`config.mk`:
```
export PLATFORM = sky130hd
export DESIGN_NAME = backlog_window_decoder
export DESIGN_NICKNAME = d
export VERILOG_FILES = /design/src/rtl/backlog_win_pkg.sv /design/src/rtl/backlog_req_decode.sv /design/src/rtl/backlog_vp_table.sv /design/src/rtl/backlog_grp_port.sv /design/src/rtl/backlog_window_decoder.sv
export SDC_FILE = /design/constraint.sdc
export NUM_CORES = 1
export LEC_CHECK = 0
export ABC_CLOCK_PERIOD_IN_PS = 2200
export BUFFER_PORTS_ARGS = -buffer_cell sky130_fd_sc_hd__buf_2
export CORE_UTILIZATION = 45
export DETAILED_ROUTE_END_ITERATION = 16
export PLACE_DENSITY = 0.66
export SETUP_SLACK_MARGIN = 0.3
export SLEW_MARGIN = 15
export SYNTH_ARGS = -nofsm -noshare
export SYNTH_HDL_FRONTEND = slang
export SYNTH_HIERARCHICAL = 1
export SYNTH_SLANG_ARGS = --single-unit
```
`constraint.sdc`:
```
create_clock -name clk_i -period 2.2 [get_ports clk_i]
set_input_delay 0.22 -clock clk_i [delete_from_list [all_inputs] [get_ports clk_i]]
set_output_delay 0.22 -clock clk_i [all_outputs]
set_load 0.01 [all_outputs]
```
`src/rtl/backlog_win_pkg.sv`:
```
package backlog_win_pkg;
  localparam int unsigned OP_LSB   = 8;
  localparam int unsigned PRIO_LSB = 0;
  localparam int unsigned LD_SIZE  = 2;
  localparam int unsigned ST_SIZE  = 1;

  typedef enum logic [1:0] {
    OP_SET  = 2'b00,
    OP_CLR  = 2'b01,
    OP_RD_A = 2'b10,
    OP_RD_B = 2'b11
  } bl_op_e;

  typedef enum logic {
    GP_IDLE = 1'b0,
    GP_WAIT = 1'b1
  } gp_state_e;
endpackage

```
`src/rtl/backlog_req_decode.sv`:
```
module backlog_req_decode
  import backlog_win_pkg::*;
#(
  parameter int unsigned ADDR_W     = 24,
  parameter int unsigned PAGE_SHIFT = 12,
  localparam int unsigned PAGE_W    = ADDR_W - PAGE_SHIFT,
  localparam int unsigned GIDX_W    = PAGE_W - 1
) (
  input  logic              write_i,
  input  logic [3:0]        size_i,
  input  logic [ADDR_W-1:0] addr_i,
  output logic              is_grp_o,
  output logic              size_ok_o,
  output logic [GIDX_W-1:0] idx_o,
  output bl_op_e            op_o,
  output logic [2:0]        prio_o
);
  logic [PAGE_W-1:0] page;

  assign page      = addr_i[ADDR_W-1:PAGE_SHIFT];
  assign is_grp_o  = page[0];
  assign idx_o     = page[PAGE_W-1:1];
  assign op_o      = bl_op_e'(addr_i[OP_LSB +: 2]);
  assign prio_o    = addr_i[PRIO_LSB +: 3];
  assign size_ok_o = write_i ? (size_i == 4'(ST_SIZE)) : (size_i == 4'(LD_SIZE));
endmodule

```
`src/rtl/backlog_vp_table.sv`:
```
module backlog_vp_table
  import backlog_win_pkg::*;
#(
  parameter int unsigned NUM_VP    = 16,
  parameter int unsigned GIDX_W    = 11,
  localparam int unsigned VP_IDX_W = (NUM_VP > 1) ? $clog2(NUM_VP) : 1
) (
  input  logic                clk_i,
  input  logic                rst_ni,
  input  logic                op_en_i,
  input  logic [GIDX_W-1:0]   op_idx_i,
  input  bl_op_e              op_i,
  input  logic [2:0]          prio_i,
  input  logic                ld_we_i,
  input  logic [VP_IDX_W-1:0] ld_idx_i,
  input  logic                ld_valid_i,
  input  logic [7:0]          ld_pend_i,
  output logic                hit_o,
  output logic                old_bit_o
);
  logic [NUM_VP-1:0] valid_q;
  logic [7:0]        pend_q [NUM_VP];
  logic              in_range;
  logic [VP_IDX_W-1:0] sel;
  logic [7:0]        mask;

  assign in_range  = op_idx_i < GIDX_W'(NUM_VP);
  assign sel       = op_idx_i[VP_IDX_W-1:0];
  assign mask      = 8'h80 >> prio_i;
  assign hit_o     = in_range && valid_q[sel];
  assign old_bit_o = hit_o && |(pend_q[sel] & mask);

  for (genvar e = 0; e < NUM_VP; e++) begin : g_ent
    logic ld_hit, op_hit;
    assign ld_hit = ld_we_i && (ld_idx_i == VP_IDX_W'(e));
    assign op_hit = op_en_i && hit_o && (sel == VP_IDX_W'(e));

    always_ff @(posedge clk_i or negedge rst_ni) begin
      if (!rst_ni) begin
        valid_q[e] <= 1'b0;
        pend_q[e]  <= 8'h00;
      end else if (ld_hit) begin
        // side load wins over a same-cycle bus op
        valid_q[e] <= ld_valid_i;
        pend_q[e]  <= ld_pend_i;
      end else if (op_hit) begin
        unique case (op_i)
          OP_SET:  pend_q[e] <= pend_q[e] | mask;
          OP_CLR:  pend_q[e] <= pend_q[e] & ~mask;
          default: pend_q[e] <= pend_q[e];
        endcase
      end
    end
  end
endmodule

```
`src/rtl/backlog_grp_port.sv`:
```
module backlog_grp_port
  import backlog_win_pkg::*;
#(
  parameter int unsigned GIDX_W = 11,
  parameter int unsigned DATA_W = 16
) (
  input  logic              clk_i,
  input  logic              rst_ni,
  input  logic              start_i,
  input  logic [GIDX_W-1:0] idx_i,
  input  bl_op_e            op_i,
  input  logic [2:0]        prio_i,
  input  logic [7:0]        amount_i,
  output logic              busy_o,
  output logic              done_o,
  output logic [DATA_W-1:0] done_data_o,
  output logic              grp_req_o,
  input  logic              grp_ack_i,
  output logic [GIDX_W-1:0] grp_idx_o,
  output logic [1:0]        grp_op_o,
  output logic [2:0]        grp_prio_o,
  output logic [7:0]        grp_amount_o,
  input  logic [DATA_W-1:0] grp_rdata_i
);
  gp_state_e         state_q;
  logic [GIDX_W-1:0] idx_q;
  bl_op_e            op_q;
  logic [2:0]        prio_q;
  logic [7:0]        amt_q;

  always_ff @(posedge clk_i or negedge rst_ni) begin
    if (!rst_ni) begin
      state_q <= GP_IDLE;
      idx_q   <= '0;
      op_q    <= OP_SET;
      prio_q  <= '0;
      amt_q   <= '0;
    end else begin
      unique case (state_q)
        GP_IDLE: if (start_i) begin
          state_q <= GP_WAIT;
          idx_q   <= idx_i;
          op_q    <= op_i;
          prio_q  <= prio_i;
          amt_q   <= amount_i;
        end
        GP_WAIT: if (grp_ack_i) state_q <= GP_IDLE;
        default: state_q <= GP_IDLE;
      endcase
    end
  end

  assign busy_o       = (state_q == GP_WAIT);
  assign grp_req_o    = busy_o;
  assign done_o       = busy_o && grp_ack_i;
  assign done_data_o  = grp_rdata_i;
  assign grp_idx_o    = idx_q;
  assign grp_op_o     = op_q;
  assign grp_prio_o   = prio_q;
  assign grp_amount_o = amt_q;
endmodule

```
`src/rtl/backlog_window_decoder.sv`:
```
module backlog_window_decoder
  import backlog_win_pkg::*;
#(
  parameter int unsigned ADDR_W     = 24,
  parameter int unsigned PAGE_SHIFT = 12,
  parameter int unsigned NUM_VP     = 16,
  parameter int unsigned DATA_W     = 16,
  localparam int unsigned GIDX_W    = ADDR_W - PAGE_SHIFT - 1,
  localparam int unsigned VP_IDX_W  = (NUM_VP > 1) ? $clog2(NUM_VP) : 1
) (
  input  logic                clk_i,
  input  logic                rst_ni,
  input  logic                req_valid_i,
  output logic                req_ready_o,
  input  logic                req_write_i,
  input  logic [3:0]          req_size_i,
  input  logic [ADDR_W-1:0]   req_addr_i,
  input  logic [7:0]          req_wdata_i,
  output logic                rsp_valid_o,
  output logic [DATA_W-1:0]   rsp_rdata_o,
  input  logic                tbl_we_i,
  input  logic [VP_IDX_W-1:0] tbl_idx_i,
  input  logic                tbl_valid_i,
  input  logic [7:0]          tbl_pend_i,
  output logic                grp_req_o,
  input  logic                grp_ack_i,
  output logic [GIDX_W-1:0]   grp_idx_o,
  output logic [1:0]          grp_op_o,
  output logic [2:0]          grp_prio_o,
  output logic [7:0]          grp_amount_o,
  input  logic [DATA_W-1:0]   grp_rdata_i
);
  localparam logic [DATA_W-1:0] ALL_ONES = '1;

  logic              accept, is_grp, size_ok, grp_go, vp_go;
  logic [GIDX_W-1:0] idx;
  bl_op_e            op;
  logic [2:0]        prio;
  logic              vp_hit, vp_old;
  logic              gp_busy, gp_done;
  logic [DATA_W-1:0] gp_data;
  logic              gp_wr_q;
  logic              rsp_valid_q;
  logic [DATA_W-1:0] rsp_data_q, direct_data;

  backlog_req_decode #(.ADDR_W(ADDR_W), .PAGE_SHIFT(PAGE_SHIFT)) u_dec (
    .write_i  (req_write_i),
    .size_i   (req_size_i),
    .addr_i   (req_addr_i),
    .is_grp_o (is_grp),
    .size_ok_o(size_ok),
    .idx_o    (idx),
    .op_o     (op),
    .prio_o   (prio)
  );

  assign req_ready_o = !gp_busy;
  assign accept      = req_valid_i && req_ready_o;
  assign grp_go      = accept && is_grp && size_ok;
  assign vp_go       = accept && !is_grp && size_ok;

  backlog_vp_table #(.NUM_VP(NUM_VP), .GIDX_W(GIDX_W)) u_tbl (
    .clk_i     (clk_i),
    .rst_ni    (rst_ni),
    .op_en_i   (vp_go),
    .op_idx_i  (idx),
    .op_i      (op),
    .prio_i    (prio),
    .ld_we_i   (tbl_we_i),
    .ld_idx_i  (tbl_idx_i),
    .ld_valid_i(tbl_valid_i),
    .ld_pend_i (tbl_pend_i),
    .hit_o     (vp_hit),
    .old_bit_o (vp_old)
  );

  backlog_grp_port #(.GIDX_W(GIDX_W), .DATA_W(DATA_W)) u_gp (
    .clk_i       (clk_i),
    .rst_ni      (rst_ni),
    .start_i     (grp_go),
    .idx_i       (idx),
    .op_i        (op),
    .prio_i      (prio),
    .amount_i    (req_write_i ? req_wdata_i : 8'd1),
    .busy_o      (gp_busy),
    .done_o      (gp_done),
    .done_data_o (gp_data),
    .grp_req_o   (grp_req_o),
    .grp_ack_i   (grp_ack_i),
    .grp_idx_o   (grp_idx_o),
    .grp_op_o    (grp_op_o),
    .grp_prio_o  (grp_prio_o),
    .grp_amount_o(grp_amount_o),
    .grp_rdata_i (grp_rdata_i)
  );

  always_comb begin
    if (req_write_i)                 direct_data = '0;
    else if (!size_ok || !vp_hit)    direct_data = ALL_ONES;
    else                             direct_data = DATA_W'(vp_old);
  end

  always_ff @(posedge clk_i or negedge rst_ni) begin
    if (!rst_ni) begin
      rsp_valid_q <= 1'b0;
      rsp_data_q  <= '0;
      gp_wr_q     <= 1'b0;
    end else begin
      rsp_valid_q <= 1'b0;
      if (grp_go) gp_wr_q <= req_write_i;
      if (gp_done) begin
        rsp_valid_q <= 1'b1;
        rsp_data_q  <= gp_wr_q ? '0 : gp_data;
      end else if (accept && !grp_go) begin
        rsp_valid_q <= 1'b1;
        rsp_data_q  <= direct_data;
      end
    end
  end

  assign rsp_valid_o = rsp_valid_q;
  assign rsp_rdata_o = rsp_data_q;
endmodule

```
==> metrics.md <==
| Metric | Value |
|---|---|
| Run status | `finished, violations left` |
| Failing checks | `setup timing` |
| Register-to-Register Setup Slack | `-410 ps` |
| Combinational Power Share | `0.268` |
| Yosys warns | `6` |
| Synth Instances | `between 1k and 1.5k` |
| Tcrit/Tclk final | `1.18` |
| Power share of the clock group | `0.294` |
| Largest net degree at the start of global routing | `slightly below 60` |
| GRT Overall Usage | `0.345` |
| Final Hold Viols | `0` |
| Port Buf Inserts | `~110` |
| Switching Power | `0.00357 W` |
| Placed inst area | `approximately 13000 um^2` |
| # IOs | `around 110` |
| Crit end category | `flop` |
| Layout area overhead | `44.8%` |
| Final setup vio count | `roughly 140` |
| Dominant synthesized flop cell | `dfrtp_1` |
| Starting Density | `0.461` |
| Arrival @ worst endpoint | `slightly below 3000 ps` |
| Final Instance Area | `about 16000 um^2` |
| Post-synthesis sequential area ratio | `0.430` |
| Hpwl dp | `25.2 mm` |
| Clock Skew | `12.8 ps` |
| Core box area | `~24000 um^2` |
| Post-route DRC | `0` |
| FMAX | `~0.38 GHz` |
| CTS tree | `done` |
| Worst reg2reg startpoint | `u_tbl/valid_q[1]` |
| Worst Reg2Reg Path Length in Cells | `10` |
| CTS Buf Count | `17` |
| Mapped Nets | `roughly 1.3k` |
| Leakage | `between 6 and 7 nW` |
| P per Cell Area | `695 nW/um^2` |
| Drt total wl | `about 44 mm` |
| First-pass GRT wire length | `63.5 mm` |
| Number of global-route vias before repair | `approximately 11k` |
| Hold Path Sink | `rsp_rdata_o[0]` |
| Commonest non-fill, non-tap cells in the layout | `dfrtp_1 (187), nand2_1 (174), buf_4 (148)` |
| RSZ-0062 raised after global routing | `yes` |
| Worst hold path type | `input pin to flop` |
| Hold Startpoint | `grp_rdata_i[0]` |
| WS Path Type | `flop to flop` |
| Avg Vias per Cell | `about 6.4` |
| Worst-Skew Late Latency | `450 ps` |
| Register share of total power | `0.438` |
| Clock root buffer master | `clkbuf_16` |
| Async S/R FF share, synth | `1.00` |
| Slew headroom | `0.309` |
| Seq cells post-synth | `~190` |
| Vert. Die Dim | `158 um` |
| Clock Pin Slew Worst Setup and Hold Paths | `roughly 80 ps` |
| Drt initial violations | `1377` |
| Routed len/inst | `approximately 25 um` |
| Overall Power | `around 0.011 W` |
| TritonRoute pass-1 iters | `7` |
| Placer Congestion | `roughly 0.9` |
| Layout cells sized above 1 | `0.507` |
| Critical Path Start Type | `flop` |
| H-tree Lvls | `4` |
| GRT overflow | `0` |
| Int Power | `approximately 0.0074 W` |
| Via Count | `around 11k` |
| Most common cell after layout, fill and taps aside | `dfrtp_1` |
| Nets@finish | `1487` |
| Minimum clock period | `2610 ps` |
| Mapped Area | `between 10000 and 15000 um^2` |
| Max VDD drop | `~0.00045 V` |
| Net Sw Frac | `0.326` |
| Initial antenna violation count | `0` |
| Max-cap viol count | `0` |
| TritonCTS Sinks | `approximately 190` |
| Crit path required time | `2540 ps` |
| Syn Area/Cell | `between 9 and 10 um^2` |
| Number of synthesized flops with an enable pin | `0` |
| Antenna diode count | `0` |
| Cell variety after synth | `between 50 and 60` |
| Hold depth | `2` |
| Setup_tns | `-33710 ps` |
| Post-DRT Antenna Nets | `0` |
| CTS Buffer Depth | `2` |
| Row cnt | `56` |
| Setup WS pre-CTS | `-758 ps` |
| Die ar. | `about 25000 um^2` |
| Max-slew violations | `0` |
| Worst slew pin tran | `slightly above 1000 ps` |
| Die width | `158 um` |
| Final WS setup | `-406 ps` |
| Crit-path max FO | `6` |
==> layer usage <==
| metal | up-vias | global-route usage | routed length [um] |
|---|---|---|---|
| met1 | 5534 | 0.432 | 15900 |
| met5 | - | 0 | 0 |
| met3 | 266 | 0.0906 | 5260 |
| met4 | 0 | 0.190 | 2830 |
| met2 | 824 | 0.540 | 20200 |
| li1 | 4643 | - | - |
==> area by class of cell <==
| class | count | area (um^2) |
|---|---|---|
| clock buffers | 18 | 439 |
| clock inverters | 14 | 150 |
| fillers | 1657 | 7860 |
| well taps | 319 | 399 |
| inverters | 20 | 80.1 |
| multi-input cells | 856 | 6780 |
| repair buffers | 334 | 3220 |
| flip-flops and latches | 187 | 4680 |
==> stage by stage <==
| step | cells | hold slack, ps | util |
|---|---|---|---|
| 4_1_cts | 1736 | 12.0 | 0.632 |
| 3_3_place_gp | 1659 | 224 | 0.542 |
| 5_1_grt | 1748 | 7.47 | 0.667 |
| 2_1_floorplan | 1197 | -75.6 | - |
| 3_5_place_dp | 1659 | 228 | 0.542 |
| 6_report | 1748 | 11.7 | 0.667 |
==> what timing repair did <==
item                                    CTS  global route
endpoints found under the setup margin  144           144
cloned                                   19             4
hold buffers                              1             0
resized for setup                       207           156
pin swaps                                91            53
buffers inserted                         25             8
hold endpoints to repair                 52             0
==> worst max-delay path, cell delays in order (launching register included) <==
cell	delay [ps]
dfrtp_1	370
mux2i_2	90
a311o_1	370
or4_4	440
buf_12	160
nor4b_4	270
buf_6	180
buf_4	130
buf_12	140
a21oi_2	80
o31ai_2	260
==> power by group through the flow <==
stage                     Sequential, W  Clock, W  Combinational (W)
final                           0.00479   0.00321            0.00294
after global routing            0.00485   0.00336            0.00313
after CTS                       0.00472   0.00321            0.00275
after detailed placement        0.00474         0            0.00260
after global placement          0.00473         0            0.00252
after floorplan                 0.00477         0            0.00153
==> cell usage after synthesis, drive strengths merged (4+ instances only) <==
| library cell | count | area [um^2] |
|---|---|---|
| nor2 | 183 | 687 |
| nor4 | 4 | 40.0 |
| a211oi | 9 | 77.6 |
| or3b | 4 | 35.0 |
| nor2b | 9 | 56.3 |
| a21oi | 146 | 742 |
| o21ai | 8 | 40.0 |
| buf | 76 | 520 |
| nand2b | 5 | 31.3 |
| dfrtp | 187 | 4680 |
| a2111oi | 4 | 35.0 |
| a221oi | 7 | 61.3 |
| o31ai | 128 | 1030 |
| inv | 20 | 75.1 |
| nand3 | 7 | 35.0 |
| mux2 | 46 | 593 |
| and2 | 10 | 62.6 |
| mux2i | 47 | 470 |
| nand3b | 6 | 45.0 |
| nand2 | 174 | 653 |
| and3 | 4 | 25.0 |
| nor3 | 7 | 40.0 |
| mux4 | 15 | 338 |
| clkbuf | 58 | 219 |
==> cells by family after synthesis <==
family | after synthesis | share of synthesized area
simple gates | 430 | 0.172
compound gates | 318 | 0.194
flops | 187 | 0.430
buf+inv | 154 | 0.0748
mux | 108 | 0.129
==> how the worst max path moves through the flow <==
stage          depth (start not counted)              from        endpoint  slack [ps]
6_report                              10  u_tbl/valid_q[1]            flop        -410
5_1_grt                               10  u_tbl/valid_q[1]            flop        -480
4_1_cts                                8              flop  rsp_rdata_o[0]        -320
3_5_place_dp                          10    req_addr_i[13]            flop        -760
3_3_place_gp                           9    req_addr_i[13]  rsp_rdata_o[0]        -720
2_1_floorplan                         11    req_addr_i[13]  rsp_rdata_o[0]        -360
Note: power is estimated with default switching activity, not from simulation.
